`config.mk`:
```
export PLATFORM = sky130hd
export DESIGN_NAME = lock_state_ctrl
export DESIGN_NICKNAME = d
export VERILOG_FILES = /design/src/rtl/lsc_pkg.sv /design/src/rtl/lsc_timer.sv /design/src/rtl/lsc_next.sv /design/src/rtl/lock_state_ctrl.sv
export SDC_FILE = /design/constraint.sdc
export NUM_CORES = 1
export LEC_CHECK = 0
export ABC_AREA = 1
export BUFFER_PORTS_ARGS = -buffer_cell sky130_fd_sc_hd__buf_2
export CORE_MARGIN = 1.5
export CORE_UTILIZATION = 50
export DETAILED_ROUTE_END_ITERATION = 8
export PLACE_DENSITY = 0.73
export SYNTH_ARGS = -nofsm -noshare
export SYNTH_HDL_FRONTEND = slang
export SYNTH_SLANG_ARGS = --single-unit
```
`constraint.sdc`:
```
create_clock -name clk_i -period 3.3 [get_ports clk_i]
set_input_delay 0.33 -clock clk_i [delete_from_list [all_inputs] [get_ports clk_i]]
set_output_delay 0.33 -clock clk_i [all_outputs]
set_load 0.05 [all_outputs]
```
`src/rtl/lsc_pkg.sv`:
```
package lsc_pkg;
  typedef enum logic [2:0] {
    M_FREE = 3'd0,
    M_PRE  = 3'd1,
    M_LOCK = 3'd2,
    M_HOLD = 3'd3,
    M_PRE2 = 3'd4
  } mode_e;
endpackage

```
`src/rtl/lsc_timer.sv`:
```
module lsc_timer #(
  parameter int LIMIT = 100
) (
  input  logic clk_i,
  input  logic rst_ni,
  input  logic run_i,
  input  logic clr_i,
  input  logic tick_i,
  output logic expire_o
);
  localparam int CW = (LIMIT > 1) ? $clog2(LIMIT) : 1;

  logic [CW-1:0] cnt_q;

  assign expire_o = run_i && tick_i && (cnt_q == CW'(LIMIT - 1));

  always_ff @(posedge clk_i or negedge rst_ni) begin
    if (!rst_ni)               cnt_q <= '0;
    else if (clr_i || !run_i)  cnt_q <= '0;
    else if (tick_i)           cnt_q <= cnt_q + 1'b1;
  end
endmodule

```
`src/rtl/lsc_next.sv`:
```
module lsc_next
  import lsc_pkg::*;
(
  input  mode_e cur_i,
  input  logic  sel_i,
  input  logic  lock_i,
  input  logic  ok_i,
  input  logic  rev_i,
  input  logic  hp_i,
  input  logic  expire_i,
  output mode_e nxt_o,
  output logic  req_o,
  output logic  restart_o
);
  logic revert;
  assign revert = rev_i && hp_i;

  always_comb begin
    nxt_o     = cur_i;
    req_o     = 1'b0;
    restart_o = 1'b0;
    unique case (cur_i)
      M_FREE: if (sel_i && ok_i) nxt_o = M_PRE;
      M_PRE: begin
        if (lock_i && ok_i) nxt_o = M_LOCK;
        else if (!ok_i || expire_i) begin
          nxt_o = M_FREE;
          req_o = 1'b1;
        end
      end
      M_LOCK: begin
        if (!ok_i)       nxt_o = M_HOLD;
        else if (revert) nxt_o = M_PRE2;
      end
      M_HOLD: if ((sel_i && ok_i) || revert) nxt_o = M_PRE2;
      M_PRE2: begin
        if (lock_i && ok_i) nxt_o = M_LOCK;
        else if (!ok_i || expire_i) begin
          nxt_o = M_HOLD;
          req_o = 1'b1;
        end else if (revert) restart_o = 1'b1;
      end
      default: nxt_o = M_FREE;
    endcase
  end
endmodule

```
`src/rtl/lock_state_ctrl.sv`:
```
module lock_state_ctrl
  import lsc_pkg::*;
#(
  parameter int TIMEOUT_S = 100
) (
  input  logic       clk_i,
  input  logic       rst_ni,
  input  logic       src_sel_i,
  input  logic       lock_i,
  input  logic       src_ok_i,
  input  logic       revert_en_i,
  input  logic       hiprio_rest_i,
  input  logic       tick_1s_i,
  output logic [2:0] mode_o,
  output logic       req_new_src_o,
  output logic       mode_evt_o
);
  mode_e cur_q, nxt;
  logic  req_d, restart, expire, in_acq, req_q, evt_q;

  assign in_acq = (cur_q == M_PRE) || (cur_q == M_PRE2);

  lsc_next u_next (
    .cur_i    (cur_q),
    .sel_i    (src_sel_i),
    .lock_i   (lock_i),
    .ok_i     (src_ok_i),
    .rev_i    (revert_en_i),
    .hp_i     (hiprio_rest_i),
    .expire_i (expire),
    .nxt_o    (nxt),
    .req_o    (req_d),
    .restart_o(restart)
  );

  lsc_timer #(.LIMIT(TIMEOUT_S)) u_tmr (
    .clk_i   (clk_i),
    .rst_ni  (rst_ni),
    .run_i   (in_acq),
    .clr_i   ((nxt != cur_q) || restart),
    .tick_i  (tick_1s_i),
    .expire_o(expire)
  );

  always_ff @(posedge clk_i or negedge rst_ni) begin
    if (!rst_ni) begin
      cur_q <= M_FREE;
      req_q <= 1'b0;
      evt_q <= 1'b0;
    end else begin
      cur_q <= nxt;
      req_q <= req_d;
      evt_q <= (nxt != cur_q);
    end
  end

  assign mode_o        = cur_q;
  assign req_new_src_o = req_q;
  assign mode_evt_o    = evt_q;
endmodule

```
==> results of run 1 <==
## power groups by stage
stage	Sequential, W	Clock [W]	Combinational [W]
final	0.000202	0.000113	0.000264
after floorplan	0.000273	0	0.000135
after global placement	0.000203	0	0.000264
after detailed placement	0.000203	0	0.000265
after CTS	0.000201	0.000117	0.000267
after global routing	0.000207	0.000125	0.000291
## per-layer routing
metal	track usage (%)	vias up	routed length, um
met2	28.1	14	620
met1	27.4	301	711
met3	9.57	0	62
li1	-	353	-
met5	0	-	0
met4	4.84	0	0
## worst max-delay path: stages (launching register included)
cell and delay [ns]:
dfrtp_1 0.41, ha_1 0.20, nand2_1 0.10, inv_1 0.04
nand2_1 0.05, nor2_1 0.04, nand2_2 0.08, nand2_2 0.06
nor2_2 0.10, nand2_1 0.11, a21oi_2 0.22, nand4_4 0.17
nor2_1 0.12
## worst max-delay path by stage
stage	slack, ns	end	cells past startpoint	start
6_report	1.51	u_tmr.cnt_q[6]	12	u_tmr.cnt_q[0]
3_3_place_gp	1.55	u_tmr.cnt_q[1]	9	mode_o[1]
2_1_floorplan	1.47	u_tmr.cnt_q[0]	7	mode_o[0]
5_1_grt	1.32	u_tmr.cnt_q[3]	9	mode_o[1]
4_1_cts	1.50	u_tmr.cnt_q[4]	9	mode_o[0]
3_5_place_dp	1.53	u_tmr.cnt_q[4]	12	u_tmr.cnt_q[0]
## registers in the layout, indices dropped and copies added, names as in the netlist
name / flops
u_tmr.cnt_q: 7
mode_o: 3
req_new_src_o: 1
mode_evt_o: 1
## through the flow
step           instances  hold WS, ns
5_1_grt              132        0.396
2_1_floorplan        100       0.0344
6_report             132        0.381
3_3_place_gp         127        0.217
3_5_place_dp         127        0.218
4_1_cts              132        0.373
## area by class of cell
type / instances / share of cell area (%)
multi-input cells: 69 / 42.3
flip-flops and latches: 12 / 34.9
inverters: 19 / 8.28
repair buffers: 13 / 8.14
clock buffers: 4 / 4.22
well taps: 15 / 2.18
## layout by cell type (no fill, tap or decap), drive strengths merged
| master | instances |
|---|---|
| mux2i | 1 |
| nand2 | 19 |
| a31oi | 1 |
| inv | 19 |
| ha | 1 |
| clkbuf | 4 |
| nor2 | 19 |
| a21oi | 3 |
| xor2 | 3 |
| o21ai | 1 |
| dlygate4sd3 | 1 |
| nor3 | 4 |
| buf | 12 |
| nand4 | 3 |
| xnor2 | 2 |
| dfrtp | 12 |
| a221oi | 1 |
| nand3 | 11 |
## cell families after synthesis
group | Yosys count | synth area share [%]
muxes | 1 | 1.36
xor gates and xnor gates | 5 | 5.95
buffers and inverters | 19 | 9.69
AOI/OAI and AO/OA | 6 | 5.27
adders and majority gates | 1 | 1.70
DFF | 12 | 40.8
and+or+nand+nor | 56 | 35.2
## timing repair
item,CTS,global route
buffers inserted,0,0
endpoints found under the hold margin,12,0
hold buffers,1,0
==> results.tsv, run 1 <==
stage	metric	value	unit
yosys	synthTopCellsByCount	18 x inv_1, 18 x nor2_1, 17 x nand2_1, 12 x dfrtp_1, 11 x nand3_1	
worst_setup_path	crit_required	3.50	ns
yosys	syn_area_per_cell	7.36	um2
floorplan	io_pins	13	
cells_and_area	fin_area	861	um2
global_routing	grt-ovfl-total	0	
power	power_frac_comb	45.7	%
yosys	synthesis.area	736	um2
worst_setup_path	crit_arrival	1.99	ns
cts	cts_sinks	12	
cells_and_area	nets	127	
cts	root_buffer	clkbuf_4	
worst_setup_path	worstReg2RegStart	u_tmr.cnt_q[0]	
worst_setup_path	endpoint_kind	flop	
placed_design	post_dp_cell_area	815	um2
yosys	async_reset_ff_share	100	%
worst_hold_path	hold_end	u_tmr.cnt_q[0]	
worst_setup_path	reg2reg_depth	12	
power	switching_share	45.7	%
cts	cts_resized	0	
cts	clk_latency	0.27	ns
route	viasPerCell	5.06	
route	drt_pre_antenna_iters	4	
power	total_power	0.000579	W
global_routing	antenna_found_initial	0	
route	drc	0	
worst_setup_path	critical_path.max_fanout	7	
global_routing	grt_pass1_vias	531	
power	power.density	673	mW/mm2
timing	worst_slew_pin_slew	0.331	ns
cells_and_area	seqCellArea	300	um2
worst_setup_path	worst_setup_path_start_kind	flop	
worst_setup_path	r2r_slack	1.51	ns
yosys	synth_edf_count	0	
timing	period_needed	1.79	ns
worst_setup_path	crit_type	reg2reg	
cts	htree_levels	1	
floorplan	die_y	41.4	um
job	max-cap-violations	0	
yosys	synth_nets	109	
power	leakagePower	0.463	nW
timing	clock_skew	0.00462	ns
timing	hold_viol	0	
yosys	netlist_top_cells_area	dfrtp_1 41%, inv_1 9.2%, nor2_1 9.2%	
cts	numCtsBuffers	3	
power	power.switching	0.000265	W
route	wl	1400	um
floorplan	fp.dieW	41.4	um
placed_design	port_buffers	12	
cells_and_area	diodes	0	
yosys	synthDistinctLibCells	20	
yosys	synth_top_area_share	40.8	%
timing	setup_slack	1.51	ns
timing	slew_headroom	78.0	%
power	p_clk_share	19.5	%
status	status	finished, final reports clean	
cts	cts_tree	built	
placed_design	place_hpwl	1070	um
route	drt_iter0_markers	19	
placed_design	pre_cts_slack	1.53	ns
placed_design	finalWeightedCongestion	0.796	
floorplan	core_area	0.00133	mm2
yosys	yosys_warnings	0	
timing	post-route-period-util	54.2	%
worst_setup_path	r2r_end	u_tmr.cnt_q[6]	
timing	setup_viol	0	
floorplan	rows	13	
cells_and_area	multi_input_area	364	um2
worst_hold_path	worstHoldPathType	in2reg	
cells_and_area	drive_gt1_share	18.8	%
route	ant_nets	0	
power	ir_drop	0.000471	V
floorplan	start_util	55.2	%
cts	cts_buffer_depth	2	
route	vias	668	
timing	tns	0	ns
timing	drv_slew	0	
cells_and_area	final_util	64.5	%
cts	path_clk_slew	0.07	ns
cells_and_area	num-fill-cells	119	
worst_hold_path	worstHoldPathCells	3	
worst_hold_path	worstHoldStart	tick_1s_i	
timing	rsz0062_at_grt	no	
yosys	synth_seq_cells	12	
power	intPower	0.000315	W
yosys	synthFlopType	dfrtp_1	
yosys	synth_largest_area_cell	dfrtp_1	
floorplan	dieArea	0.00171	mm2
cells_and_area	syn_to_final_growth	17.0	%
global_routing	track_usage	20.0	%
power	power_frac_seq	34.8	%
yosys	synth_cells	100	
route	drt-wirelength-per-cell	10.6	um
yosys	ys_seq_area_share	40.8	%
global_routing	grt_pass1_wl	2130	um
timing	max_freq	559	MHz
global_routing	grt_max_degree	13	
(Power assumes the default switching activity.)
==> run 2, diff against run 1 <==
Clock period 3.3 ns to 1.8 ns, I/O delays scaled along.
==> run 2 against run 1 <==
  * Die area did not move
  * Count of clock-buffer cells in the layout unchanged
  * Register-to-register slack got worse by 1.4 ns
  * Largest cell class unchanged
  * Highest routed layer is now met4
==> results.tsv, run 2 (synthesized netlist as in run 1, its figures left out) <==
stage	metric	value	unit	change
floorplan	dieArea	0.00171	mm2	unchanged
cts	cts_tree	built		unchanged
worst_hold_path	worstHoldPathCells	3		unchanged
cts	numCtsBuffers	3		unchanged
global_routing	antenna_found_initial	0		unchanged
cells_and_area	layout_commonest_cell	inv_1		
power	leakagePower	0.488	nW	was 0.463 nW
cells_and_area	num-fill-cells	103		was 119
cts	root_buffer	clkbuf_4		unchanged
worst_setup_path	r2r_slack	0.09	ns	was 1.51 ns
status	status	finished, final reports clean		unchanged
timing	setup_viol	0		unchanged
placed_design	place_hpwl	1090	um	was 1070 um
timing	period_needed	1.71	ns	was 1.79 ns
cts	htree_levels	1		unchanged
cells_and_area	top_register	u_tmr.cnt_q		unchanged
cts	clk_latency	0.28	ns	was 0.27 ns
cells_and_area	mostFrequentLayoutCells	18 x inv_1, 14 x nor2_1, 12 x nand2_1, 12 x buf_2, 10 x nand3_1		was 18 x nor2_1, 18 x inv_1, 17 x nand2_1
global_routing	grt-ovfl-total	0		unchanged
job	max-cap-violations	0		unchanged
floorplan	core_area	0.00133	mm2	unchanged
worst_hold_path	hold_end	u_tmr.cnt_q[0]		unchanged
timing	worst_slew_pin_slew	0.312	ns	was 0.331 ns
cells_and_area	largest_reg_flops	7		unchanged
timing	whs	0.235	ns	was 0.381 ns
cells_and_area	syn_to_final_growth	30.4	%	was 17.0%
cells_and_area	diodes	0		unchanged
timing	clock_skew	0.00423	ns	was 0.00462 ns
power	ir_drop	0.000679	V	was 0.000471 V
worst_setup_path	critical_path.max_fanout	7		unchanged
placed_design	post_dp_cell_area	818	um2	was 815 um2
cells_and_area	drive_gt1_share	35.2	%	was 18.8%
timing	hold_viol	0		unchanged
global_routing	track_usage	20.9	%	was 20.0%
cts	cts_sinks	12		unchanged
floorplan	fp.dieW	41.4	um	unchanged
timing	tns	0	ns	unchanged
timing	slew_headroom	79.0	%	was 78.0%
timing	drv_slew	0		unchanged
cells_and_area	nets	132		was 127
route	drt_pre_antenna_iters	4		unchanged
cts	path_clk_slew	0.07	ns	about the same
global_routing	grt_max_degree	13		unchanged
power	power.density	1240	mW/mm2	was 673 mW/mm2
floorplan	die_y	41.4	um	unchanged
floorplan	io_pins	13		unchanged
worst_setup_path	crit_required	2.01	ns	was 3.50 ns
route	drc	0		unchanged
timing	max_freq	584	MHz	was 559 MHz
worst_setup_path	worstReg2RegStart	u_tmr.cnt_q[0]		unchanged
floorplan	rows	13		unchanged
worst_setup_path	crit_type	reg2reg		unchanged
worst_setup_path	crit_arrival	1.92	ns	was 1.99 ns
floorplan	start_util	55.2	%	unchanged
route	wl	1660	um	was 1400 um
route	viasPerCell	5.36		was 5.06
worst_hold_path	worstHoldPathType	in2reg		unchanged
global_routing	grt_pass1_wl	2320	um	was 2130 um
placed_design	port_buffers	12		unchanged
route	drt-wirelength-per-cell	12.1	um	was 10.6 um
cts	cts_buffer_depth	2		unchanged
worst_hold_path	worstHoldStart	tick_1s_i		unchanged
cells_and_area	fin_area	960	um2	was 861 um2
route	ant_nets	0		unchanged
worst_setup_path	reg2reg_depth	12		unchanged
timing	post-route-period-util	95.1	%	was 54.2%
global_routing	grt_pass1_vias	558		was 531
cells_and_area	seqCellArea	304	um2	was 300 um2
worst_setup_path	endpoint_kind	flop		unchanged
worst_setup_path	r2r_end	u_tmr.cnt_q[1]		was u_tmr.cnt_q[6]
placed_design	finalWeightedCongestion	0.743		was 0.796
worst_setup_path	worst_setup_path_start_kind	flop		unchanged
route	drt_iter0_markers	34		was 19
cells_and_area	multi_input_area	422	um2	was 364 um2
route	vias	734		was 668
[run 2: cell count changes in the layout (fill, tap and decap cells not counted), sizes merged]
cell | previous run | this run
buf | 12 | 17
[run 2: area by class of cell]
class / count / area share [%]
clock buffer: 4 / 3.78
inverter: 19 / 7.43
multi-input combinational: 69 / 43.9
sequential: 12 / 31.7
tap: 15 / 1.96
timing repair buffer: 18 / 11.2
[run 2: worst max path at each step]
stage | from | endpoint | slack (ns)
4_1_cts | u_tmr.cnt_q[0] | u_tmr.cnt_q[1] | 0.03
3_3_place_gp | mode_o[1] | u_tmr.cnt_q[1] | 0.05
3_5_place_dp | u_tmr.cnt_q[0] | u_tmr.cnt_q[1] | 0.05
5_1_grt | u_tmr.cnt_q[1] | u_tmr.cnt_q[1] | -0.06
6_report | u_tmr.cnt_q[0] | u_tmr.cnt_q[1] | 0.09
2_1_floorplan | mode_o[1] | u_tmr.cnt_q[0] | 0.14
[run 2: timing repair]
action / CTS / global route
hold buffers: 1 / 0
hold endpoints to repair: 12 / 0
endpoints found under the setup margin: 0 / 7
buffers inserted: 0 / 5
resized for setup: 0 / 16
[run 2: worst max-delay path: stages, from the launching register on]
cell,delay [ns]
dfrtp_1,0.41
ha_2,0.20
nand2_2,0.06
inv_1,0.04
nand2_1,0.06
nor2_1,0.05
nand2_2,0.09
nand2_2,0.08
nor2_4,0.11
nand2_2,0.09
a21oi_4,0.18
nand4_4,0.16
nor2_2,0.14
[run 2: where the power goes]
part           leakage [nW]  switching (W)  internal, W
Sequential            0.158      0.0000615     0.000321
Clock                0.0210      0.0000954     0.000123
Combinational         0.308       0.000396     0.000192
[run 2: layer usage]
layer,routed length (um),global-route usage [%]
met2,786,30.9
met5,0,0
met3,110,3.72
met4,49,12.9
met1,717,28.1
[run 2: metrics by stage]
stage | setup slack (ns) | total power (W) | utilization, % | cells
final | 0.0879 | 0.00119 | 72.0 | 137
after global routing | -0.0604 | 0.00126 | 72.0 | 137
after CTS | 0.0291 | 0.00109 | 64.8 | 132
after detailed placement | 0.0455 | 0.000864 | 61.4 | 127
after global placement | 0.0500 | 0.000860 | 61.4 | 127
after floorplan | 0.141 | 0.000753 | - | 100
